**src/rtl/tenure_pkg.sv**
```systemverilog
package tenure_pkg;
  typedef enum logic [1:0] {
    TS_IDLE = 2'd0,
    TS_ARB  = 2'd1,
    TS_OWN  = 2'd2
  } tenure_state_t;
endpackage

```
**src/rtl/bus_idle_sense.sv**
```systemverilog
module bus_idle_sense #(
  parameter int STAGES = 1
) (
  input  logic clk,
  input  logic rst_n,
  input  logic frame_n,
  input  logic irdy_n,
  output logic idle_q
);
  logic [STAGES-1:0] pipe;

  generate
    for (genvar i = 0; i < STAGES; i++) begin : g_stage
      always_ff @(posedge clk or negedge rst_n) begin
        if (!rst_n) pipe[i] <= 1'b0;
        else if (i == 0) pipe[i] <= frame_n & irdy_n;
        else pipe[i] <= pipe[(i > 0) ? i-1 : 0] & frame_n & irdy_n;
      end
    end
  endgenerate

  assign idle_q = pipe[STAGES-1];

  assert_idle_src_R2: assert property (@(posedge clk) disable iff (!rst_n)
    (STAGES == 1 && idle_q) |-> $past(frame_n & irdy_n));
endmodule

```
**src/rtl/tenure_fsm.sv**
```systemverilog
module tenure_fsm
  import tenure_pkg::*;
(
  input  logic clk,
  input  logic rst_n,
  input  logic soft_rst,
  input  logic dma_need,
  input  logic stop_req,
  input  logic suspend_req,
  input  logic gnt_n,
  input  logic idle_q,
  input  logic seq_end,
  output logic raise,
  output logic owning,
  output logic start_q,
  output logic done_q
);
  tenure_state_t state;
  logic          start_cond;

  assign raise      = (state == TS_IDLE) && dma_need && !stop_req && !suspend_req;
  assign start_cond = (state == TS_ARB) && !gnt_n && idle_q;
  assign owning     = (state == TS_OWN);

  always_ff @(posedge clk or negedge rst_n) begin
    if (!rst_n) begin
      state   <= TS_IDLE;
      start_q <= 1'b0;
      done_q  <= 1'b0;
    end else if (soft_rst) begin
      state   <= TS_IDLE;
      start_q <= 1'b0;
      done_q  <= 1'b0;
    end else begin
      start_q <= start_cond;
      done_q  <= owning && seq_end;
      unique case (state)
        TS_IDLE: if (raise) state <= TS_ARB;
        TS_ARB:  if (start_cond) state <= TS_OWN;
        TS_OWN:  if (seq_end) state <= TS_IDLE;
        default: state <= TS_IDLE;
      endcase
    end
  end

  assert_single_start_R8: assert property (@(posedge clk) disable iff (!rst_n || soft_rst)
    start_q |=> !start_q);
  assert_done_pulse_R9: assert property (@(posedge clk) disable iff (!rst_n || soft_rst)
    done_q |=> !done_q);
  assert_start_owns_R2: assert property (@(posedge clk) disable iff (!rst_n || soft_rst)
    start_q |-> owning);
endmodule

```
**src/rtl/req_driver.sv**
```systemverilog
module req_driver (
  input  logic clk,
  input  logic rst_n,
  input  logic soft_rst,
  input  logic raise,
  input  logic drop_now,
  input  logic clear,
  input  logic owning,
  output logic req_n
);
  logic req_q;

  always_ff @(posedge clk or negedge rst_n) begin
    if (!rst_n) req_q <= 1'b0;
    else if (soft_rst) req_q <= 1'b0;
    else if (raise) req_q <= 1'b1;
    else if (drop_now || clear) req_q <= 1'b0;
  end

  assign req_n = !(req_q && !drop_now && !soft_rst);

  assert_hold_until_grant_R4: assert property (@(posedge clk) disable iff (!rst_n || soft_rst)
    (req_q && !owning) |=> req_q);

  always_comb begin
    if (rst_n && soft_rst) assert_soft_release_R10: assert (req_n);
  end
endmodule

```
**src/rtl/pci_tenure_ctrl.sv**
```systemverilog
module pci_tenure_ctrl #(
  parameter int IDLE_STAGES = 1
) (
  input  logic clk,
  input  logic rst_n,
  input  logic soft_rst,
  input  logic dma_need,
  input  logic stop_req,
  input  logic suspend_req,
  input  logic burst_mode,
  input  logic ext_hold,
  input  logic gnt_n,
  input  logic frame_n,
  input  logic irdy_n,
  input  logic seq_frame,
  input  logic seq_final,
  input  logic seq_last_data,
  input  logic seq_end,
  output logic req_n,
  output logic seq_start,
  output logic dma_done
);
  logic idle_q, raise, owning, drop_now, extended, final_frame;

  bus_idle_sense #(.STAGES(IDLE_STAGES)) i_idle (
    .clk(clk), .rst_n(rst_n), .frame_n(frame_n), .irdy_n(irdy_n), .idle_q(idle_q)
  );

  tenure_fsm i_fsm (
    .clk(clk), .rst_n(rst_n), .soft_rst(soft_rst), .dma_need(dma_need),
    .stop_req(stop_req), .suspend_req(suspend_req), .gnt_n(gnt_n), .idle_q(idle_q),
    .seq_end(seq_end), .raise(raise), .owning(owning), .start_q(seq_start), .done_q(dma_done)
  );

  assign extended    = burst_mode && ext_hold;
  assign final_frame = seq_frame && (burst_mode || seq_final);
  assign drop_now    = owning && (extended ? seq_last_data : final_frame);

  req_driver i_req (
    .clk(clk), .rst_n(rst_n), .soft_rst(soft_rst), .raise(raise), .drop_now(drop_now),
    .clear(owning && seq_end), .owning(owning), .req_n(req_n)
  );

  assert_early_release_R5: assert property (@(posedge clk) disable iff (!rst_n || soft_rst)
    (owning && !extended && final_frame) |-> req_n);
  assert_ext_release_R7: assert property (@(posedge clk) disable iff (!rst_n || soft_rst)
    (owning && extended && seq_last_data) |-> req_n);
  assert_start_needs_grant_R3: assert property (@(posedge clk) disable iff (!rst_n || soft_rst)
    $rose(seq_start) |-> $past(!gnt_n));
endmodule

```
**config.mk**
```make
export PLATFORM = sky130hd
export DESIGN_NAME = pci_tenure_ctrl
export DESIGN_NICKNAME = d
export VERILOG_FILES = /design/src/rtl/tenure_pkg.sv /design/src/rtl/bus_idle_sense.sv /design/src/rtl/tenure_fsm.sv /design/src/rtl/req_driver.sv /design/src/rtl/pci_tenure_ctrl.sv
export SDC_FILE = /design/constraint.sdc
export NUM_CORES = 1
export LEC_CHECK = 0
export BUFFER_PORTS_ARGS = -buffer_cell sky130_fd_sc_hd__buf_2
export CAP_MARGIN = 10
export CORE_AREA = 2 2 39 41
export DETAILED_ROUTE_END_ITERATION = 16
export DIE_AREA = 0 0 41 43
export PLACE_DENSITY = 0.53
export SETUP_SLACK_MARGIN = 0.1
export SLEW_MARGIN = 15
export SYNTH_ARGS = -nofsm -noshare
export SYNTH_HDL_FRONTEND = slang
export SYNTH_SLANG_ARGS = --single-unit
```
**constraint.sdc**
```tcl
create_clock -name clk -period 1.28 [get_ports clk]
set_clock_uncertainty 0.2 [all_clocks]
set_input_delay 0.128 -clock clk [delete_from_list [all_inputs] [get_ports clk]]
set_output_delay 0.128 -clock clk [all_outputs]
set_load 0.005 [all_outputs]
```
==> flow_summary.ini, run 1 <==
[floorplanning]
ios = 18
start_util = 0.222
core_area_um2 = 1380
fp.dieW_um = 41
row_count = 14
dieArea_um2 = 1760
die_height_um = 43

[clocking]
ctsRootBufferMaster = clkbuf_4
cts_tree = done
numCtsBuffers = 3
path_clk_slew_ns = 0.05
htreeDepth = 1
cts_sinks = 6
clk_path_buf_depth = 2
worstSkewPairLatency_ns = 0.24

[detailed_routing]
drtPass1Iterations = 2
wl_per_cell_um = 10.7
dr_total_vias = 316
drcViolationCount = 0
drt_iter0_drc = 1
ant_nets = 0
drt-total-wl_um = 800
viasPerCell = 4.21

[setup_path]
reg2reg_depth = 5
r2r_slack_ns = -0.07
crit_arrival_ns = 1.17
crit_required_ns = 0.95
cp_cell_sequence = nand2b_4, o41ai_4, buf_2
setup.worst_path.start_class = flop
path_class = flop to primary output
end_kind = primary output
critPathMaxStageDelay_ns = 0.39
critPathSlowestCell = dfrtp_1
path_buf_inv = 1
cp_num_cells = 3
cp_max_fo = 2
cpLargestDelayFamily = flip-flops

[placement]
port_buffers = 17
gp_congestion = 0.634
pre_cts_ws_ns = 0.00934

[global_routing]
grt_pass1_wl_um = 1240
gr-total-overflow = 0
met2_usage = 0.194
grt_pass1_vias = 309
grt_most_used_layer = met2
met1_usage = 0.0997
grt_use_total = 0.115
grt_max_degree = 7
antenna_found_initial = 0
met3_usage = 0.0314

[min_path]
whs_path_depth = 3
worstHoldPathType = primary input to flop

[logic_synthesis]
yosysTopAreaCellShare = 0.488
ys_async_sr_fraction = 1.00
synth-seq-area-share = 0.488
ys_ff_latch = 6
synth_edf_count = 0
avgSynthCellArea_um2 = 11.0
syn_inst = 28
syn-num-nets = 43
yosys-top-cells-count = 6 x dfrtp_1, 4 x nor2_1, 4 x nor3_1, 2 x a21oi_1
synth_area_um2 = 308
yosysTopAreaCell = dfrtp_1
synth_top_flop_cell = dfrtp_1
yosysWarnings = 0
netlist_top_cells_area = dfrtp_1 49%, o41ai_4 8.9%, nor3_1 6.5%, nor2_1 4.9%, nand2b_4 4.5%
synth.most_common_cell = dfrtp_1
yosysUniqueCellTypes = 16

[job]
drv_cap = 0

[sta]
drv_slew = 0
max_freq_mhz = 667
setup_viol = 3
rsz0062_at_grt = true
hold_viol = 0
relSlewSlack = 0.830
worstMarginPinSlew_ns = 0.254
post-route-min-period_ns = 1.50
setup_ws_ns = -0.220
hold_slack_ns = 0.00258
finalCritPeriodShare = 1.17

[final_layout]
diodes = 0
drive_above_1_share = 0.610
layout.nets = 76
syn_to_final_growth_pct = 87.0

[power_and_ir_drop]
power.density_nw_per_um2 = 790
vdd_drop_max_uv = 276
leakagePower_nw = 0.276

[outcome]
status = finished with violations
violations = setup timing
-- cell families (layout without fill, tap and decap cells) --
family          after synthesis  in the layout  synth area share
buf+inv                       1             32            0.0122
flops                         6              6             0.488
compound gates                5              5             0.183
simple gates                 16             16             0.317
-- layout by cell type (no fill, tap or decap) --
cell,count
dfrtp_1,6
buf_2,17
and2_1,1
a21oi_1,1
nand3b_1,1
dlygate4sd3_1,6
nor2_1,2
buf_4,4
nor3_1,1
inv_1,1
nand2b_4,1
nor3_2,3
nand3_1,1
buf_6,1
nor4b_4,1
o41ai_4,1
nor2b_1,1
nand2b_1,1
o21ai_2,1
o22a_2,1
and3b_1,1
a21oi_2,1
nor2_2,2
clkbuf_4,3
-- final cells by class --
type | instances | area [um2]
repair buffers | 28 | 186
multi-input cells | 21 | 193
flip-flops and latches | 6 | 150
fillers | 148 | 808
inverters | 1 | 3.75
well taps | 16 | 20.0
clock buffers | 3 | 22.5
-- metrics by stage --
stage	power (mW)	setup TNS [ns]	instances	util	instance area, um2
floorplan	0.224	0	28	-	308
global placement	0.259	0	64	0.315	435
detailed placement	0.260	0	64	0.315	435
CTS	0.458	-0.305	75	0.399	552
global route	0.481	-0.489	75	0.416	576
finish	0.455	-0.306	75	0.416	576
-- report_power, final --
part	switching, mW	internal, mW
Sequential	0.00274	0.196
Combinational	0.0357	0.0507
Clock	0.0641	0.106
Total	0.102	0.352
-- path summary, 6_finish.rpt --
| path | from | endpoint |
|---|---|---|
| setup / recovery | i_fsm.state[0]$_DFFE_PN0P_ | req_n |
| hold / removal | gnt_n | i_fsm.start_q$_DFF_PN0_ |
| setup reg to reg | i_fsm.state[0]$_DFFE_PN0P_ | i_fsm.state[0]$_DFFE_PN0P_ |
| hold reg to reg | i_idle.idle_q$_DFF_PN0_ | i_fsm.start_q$_DFF_PN0_ |
| max in group asynchronous | rst_n | i_req.req_q$_DFFE_PN0P_ |
| min in group asynchronous | rst_n | i_fsm.state[0]$_DFFE_PN0P_ |
-- flip-flops by register name, summed over array words and instances, names as in the netlist --
register       flops
i_idle.idle_q      1
i_fsm.state        2
i_fsm.done_q       1
i_fsm.start_q      1
i_req.req_q        1
-- what timing repair did --
action | in CTS | in global routing
pin swaps | 4 | 4
hold buffers | 6 | 0
resized for setup | 3 | 6
buffers inserted | 3 | 2
endpoints found under the hold margin | 12 | 0
setup endpoints to repair | 3 | 6
-- routing by layer --
| metal | wire (um) | vias up | part of all wire |
|---|---|---|---|
| met5 | 0 | - | 0 |
| met4 | 0 | 0 | 0 |
| met3 | 52 | 0 | 0.065 |
| met2 | 489 | 10 | 0.61 |
| met1 | 257 | 144 | 0.32 |
| li1 | - | 162 | - |
-- worst min-delay path, cell delays in order --
cell	delay, ns
buf_2	0.08
nand3b_1	0.14
nor3_2	0.05
(Power assumes the default switching activity.)
==> run 2, diff against run 1 <==
- CELL_PAD_IN_SITES_DETAIL_PLACEMENT: unset -> 1
- CELL_PAD_IN_SITES_GLOBAL_PLACEMENT: unset -> 1
- PLACE_DENSITY: 0.53 -> 0.68
==> flow_summary.ini, run 2 (synthesis results as in run 1) <==
[detailed_routing]
drt_iter0_drc = 0
wl_per_cell_um = 12.3
drt-total-wl_um = 919
drtPass1Iterations = 1
viasPerCell = 4.35
drcViolationCount = 0
dr_total_vias = 326
ant_nets = 0

[floorplanning]
row_count = 14
start_util = 0.222
die_height_um = 43
fp.dieW_um = 41
dieArea_um2 = 1760
ios = 18
core_area_um2 = 1380

[final_layout]
syn_to_final_growth_pct = 85.4
largest_register_ffs = 2
registers.top_by_ff_count = i_fsm.state
final_cell_mix = 17 x buf_2, 6 x dlygate4sd3_1, 6 x dfrtp_1, 4 x buf_4
fin_util = 0.412
final_common_cell = buf_2
drive_above_1_share = 0.593
layout.nets = 76
fin_area_um2 = 571
diodes = 0

[clocking]
cts_tree = done
worstSkewPairLatency_ns = 0.24
numCtsBuffers = 3
path_clk_slew_ns = 0.05
clk_path_buf_depth = 2
htreeDepth = 1
cts_sinks = 6
ctsRootBufferMaster = clkbuf_4

[setup_path]
crit_arrival_ns = 1.15
cp_max_fo = 2
critPathSlowestCell = dfrtp_1
setup.worst_path.start_class = flop
path_buf_inv = 1
cpLargestDelayFamily = flip-flops
end_kind = primary output
cp_cell_sequence = nand2b_4, o41ai_4, buf_2
path_class = flop to primary output
critPathMaxStageDelay_ns = 0.37
crit_required_ns = 0.95

[power_and_ir_drop]
intPower_mw = 0.353
power_frac_comb = 0.191
netSwitchingFraction = 0.238
pwr-share-clk = 0.380
p_total_mw = 0.463
power.density_nw_per_um2 = 812
vdd_drop_max_uv = 350
p_seq_frac = 0.428
power.switching_mw = 0.110
leakagePower_nw = 0.273

[sta]
max_freq_mhz = 676
rsz0062_at_grt = true
hold_slack_ns = -0.00925
setup_ws_ns = -0.199
relSlewSlack = 0.833
post-route-min-period_ns = 1.48
worstMarginPinSlew_ns = 0.250
finalCritPeriodShare = 1.16
setup_viol = 1
drv_slew = 0
hold_viol = 1

[job]
drv_cap = 0

[outcome]
status = finished with violations
violations = hold timing, setup timing

[global_routing]
gr-total-overflow = 0
grt_use_total = 0.127
antenna_found_initial = 0
grt_pass1_wl_um = 1400
grt_pass1_vias = 347
grt_max_degree = 7

[min_path]
worstHoldPathType = primary input to flop

[placement]
gp_congestion = 0.622
port_buffers = 17
dp_hpwl_um = 616
detailed_place.area_um2 = 435
## run 2: cell types whose count changed in the layout (fill, tap and decap cells not counted)
| cell | previous run | this run |
|---|---|---|
| nor3_1 | 1 | 2 |
| nor2b_1 | 1 | 0 |
| nor2b_2 | 0 | 1 |
| nor2_2 | 2 | 1 |
| nor3_2 | 3 | 2 |
| nor2_1 | 2 | 3 |
## run 2: final cells by class
type / count / area [um2]
clock buffer: 3 / 22.5
fill: 163 / 813
inverter: 1 / 3.75
multi-input combinational: 21 / 188
sequential: 6 / 150
tap: 16 / 20.0
timing repair buffer: 28 / 186
## run 2: through the flow
stage	cells	worst slack [ns]	hold WS, ns	TNS, ns
3_5_place_dp	64	0.000180	-0.233	0
6_report	75	-0.199	-0.00925	-0.199
5_1_grt	75	-0.253	0.0210	-0.376
3_3_place_gp	64	0.0191	-0.239	0
4_1_cts	75	-0.198	-0.0210	-0.198
2_1_floorplan	28	0.0845	-0.368	0
## run 2: worst paths after layout
path / from / to / slack [ns] / cells after the start
worst max-delay path: i_fsm.state[0]$_DFFE_PN0P_ / req_n / -0.20 / 3
worst min register to register: i_idle.idle_q$_DFF_PN0_ / i_fsm.start_q$_DFF_PN0_ / 0.40 / 2
worst min-delay path: gnt_n / i_fsm.start_q$_DFF_PN0_ / -0.009 / 3
max in group asynchronous: rst_n / i_req.req_q$_DFFE_PN0P_ / 0.64 / 2
worst max register to register: i_fsm.state[0]$_DFFE_PN0P_ / i_fsm.state[1]$_DFFE_PN0P_ / 0.01 / 5
min in group asynchronous: rst_n / i_idle.idle_q$_DFF_PN0_ / 0.09 / 2
## run 2: power by group through the flow
| stage | logic [mW] | clock network [mW] | registers (mW) |
|---|---|---|---|
| floorplan | 0.0224 | 0 | 0.201 |
| global placement | 0.0588 | 0 | 0.201 |
| detailed placement | 0.0598 | 0 | 0.202 |
| CTS | 0.0840 | 0.186 | 0.198 |
| global route | 0.0970 | 0.200 | 0.199 |
| finish | 0.0886 | 0.176 | 0.198 |
## run 2: metal layers
layer / GRT usage / up-vias / routed length (um)
met3: 0.0471 / 0 / 57
met2: 0.203 / 10 / 510
met4: 0.100 / 0 / 0
met1: 0.121 / 153 / 351
met5: 0 / - / 0
li1: - / 163 / -
## run 2: worst register-to-register path: stages (launching register included)
cell and delay [ns]:
dfrtp_1 0.37, buf_4 0.15, buf_6 0.12, nand3b_1 0.12, o22a_2 0.17, nor2_2 0.03
## run 2: repair_timing
item	4_1_cts	5_1_grt
gates resized for setup	3	5
buffers inserted	3	2
pin swaps	3	2
endpoints found under the setup margin	2	5
endpoints found under the hold margin	12	0
hold buffers	6	0
==> run 3, diff against run 2 <==
- ABC_AREA: unset -> 1
- CORE_AREA: 2 2 39 41 -> unset
- CORE_UTILIZATION: unset -> 22
- DIE_AREA: 0 0 41 43 -> unset
- PLACE_DENSITY: 0.68 -> 0.72
==> flow_summary.ini, run 3 <==
[outcome]
status = finished with violations
violations = setup timing

[logic_synthesis]
yosysTopAreaCellShare = 0.519
synth.most_common_cell = inv_1
yosysWarnings = 0
synth_top_flop_cell = dfrtp_1
yosys-top-cells-count = 9 x inv_1, 8 x nand2_1, 8 x nor2_1, 6 x dfrtp_1, 3 x nand3_1
syn-num-nets = 54
yosysUniqueCellTypes = 10
synth_edf_count = 0
avgSynthCellArea_um2 = 7.41
synth_area_um2 = 289
synth-seq-area-share = 0.519
ys_ff_latch = 6
netlist_top_cells_area = dfrtp_1 52%, inv_1 12%, nand2_1 10%, nor2_1 10%, nand3_1 5.2%
ys_async_sr_fraction = 1.00
yosysTopAreaCell = dfrtp_1
syn_inst = 39

[global_routing]
gr-total-overflow = 0
grt_use_total = 0.141
antenna_found_initial = 0
grt_pass1_wl_um = 1330
grt_pass1_vias = 357
grt_max_degree = 7

[sta]
worstMarginPinSlew_ns = 0.161
drv_slew = 0
rsz0062_at_grt = true
hold_viol = 0
finalCritPeriodShare = 1.09
setup_ws_ns = -0.113
hold_slack_ns = 0.00624
relSlewSlack = 0.892
setup_viol = 1
max_freq_mhz = 718
post-route-min-period_ns = 1.39

[detailed_routing]
viasPerCell = 4.06
drt_iter0_drc = 0
dr_total_vias = 341
drt-total-wl_um = 805
drcViolationCount = 0
ant_nets = 0
wl_per_cell_um = 9.58
drtPass1Iterations = 1

[power_and_ir_drop]
vdd_drop_max_uv = 622
p_total_mw = 0.447
leakagePower_nw = 0.293
power.density_nw_per_um2 = 841

[final_layout]
largest_register_ffs = 2
registers.top_by_ff_count = i_fsm.state
nFillCells = 147
syn_to_final_growth_pct = 84.0
drive_above_1_share = 0.400
diodes = 0
final_common_cell = buf_2
multiInputGateArea_um2 = 118
seq_area_um2 = 150
final_cell_mix = 17 x buf_2, 9 x inv_1, 9 x dlygate4sd3_1, 7 x nand2_1
layout.nets = 87

[floorplanning]
fp.dieW_um = 38.2
row_count = 12
ios = 18
die_height_um = 38.2
dieArea_um2 = 1460
start_util = 0.250
core_area_um2 = 1160

[setup_path]
worstReg2RegEnd = i_req.req_q$_DFFE_PN0P_
crit_arrival_ns = 1.06
critPathLaunch = i_fsm.state[0]$_DFFE_PN0P_
path_class = flop to primary output
reg2reg_depth = 7
crit_required_ns = 0.95
cp_max_fo = 2
setup.worst_path.start_class = flop
r2r-start = i_fsm.state[0]$_DFFE_PN0P_
r2r_slack_ns = 0.08
end_kind = primary output

[placement]
dp_hpwl_um = 533
gp_congestion = 0.711
port_buffers = 17

[clocking]
worstSkewPairLatency_ns = 0.24
cts_sinks = 6
numCtsBuffers = 3
path_clk_slew_ns = 0.04
clk_path_buf_depth = 2
cts_tree = done
htreeDepth = 1
ctsRootBufferMaster = clkbuf_4

[min_path]
whs_path_depth = 4
hold_path_end = i_req.req_q$_DFFE_PN0P_
hold_start = soft_rst
worstHoldPathType = primary input to flop

[job]
drv_cap = 0
## run 3: what timing repair did
action / in CTS / in global routing
resized for setup: 0 / 4
hold buffers: 9 / 0
setup endpoints to repair: 1 / 4
pin swaps: 1 / 2
hold endpoints to repair: 12 / 0
setup buffers: 2 / 1
## run 3: area by class of cell
cell class	instances	share of cell area
Tap cell	14	0.0329
Timing Repair Buffer	28	0.358
Clock buffer	3	0.0424
Multi-Input combinational cell	24	0.221
Inverter	9	0.0635
Sequential cell	6	0.282
## run 3: where the power goes
part / internal (mW) / switching, mW
sequential: 0.196 / 0.00208
combinational: 0.0449 / 0.0311
clock: 0.106 / 0.0671
## run 3: metrics by stage
step / setup slack (ns) / instance area [um2] / TNS, ns / util / std cells
floorplan: 0.237 / 289 / 0 / - / 39
global placement: 0.125 / 392 / 0 / 0.339 / 70
detailed placement: 0.119 / 392 / 0 / 0.339 / 70
CTS: -0.136 / 519 / -0.136 / 0.449 / 84
global route: -0.248 / 532 / -0.281 / 0.460 / 84
finish: -0.113 / 532 / -0.113 / 0.460 / 84
## run 3: worst max path at each step
| stage | end | slack [ns] | depth (start not counted) |
|---|---|---|---|
| 2_1_floorplan | i_req.req_q$_DFFE_PN0P_ | 0.24 | 6 |
| 6_report | req_n | -0.11 | 6 |
| 3_3_place_gp | req_n | 0.12 | 6 |
| 4_1_cts | req_n | -0.14 | 6 |
| 3_5_place_dp | req_n | 0.12 | 6 |
| 5_1_grt | req_n | -0.25 | 6 |
## run 3: logic make-up (layout without fill, tap and decap cells)
kind of cell / count (synthesis) / after routing / share of synthesized area
flops: 6 / 6 / 0.519
buf+inv: 9 / 40 / 0.117
compound gates: 2 / 2 / 0.0390
simple gates: 22 / 22 / 0.325
## run 3: critical path, cell delays in order, from the launching register on
cell and delay (ns):
dfrtp_1 0.38, inv_1 0.07, nand2_2 0.05, nor2_1 0.08, nand3_1 0.09, nand2_1 0.06, buf_2 0.10
## run 3: metal layers
layer	track usage	routed length [um]	share of wire
met1	0.144	316	0.39
met2	0.242	431	0.54
met3	0.0698	57	0.071
met4	0.0536	0	0
met5	0	0	0
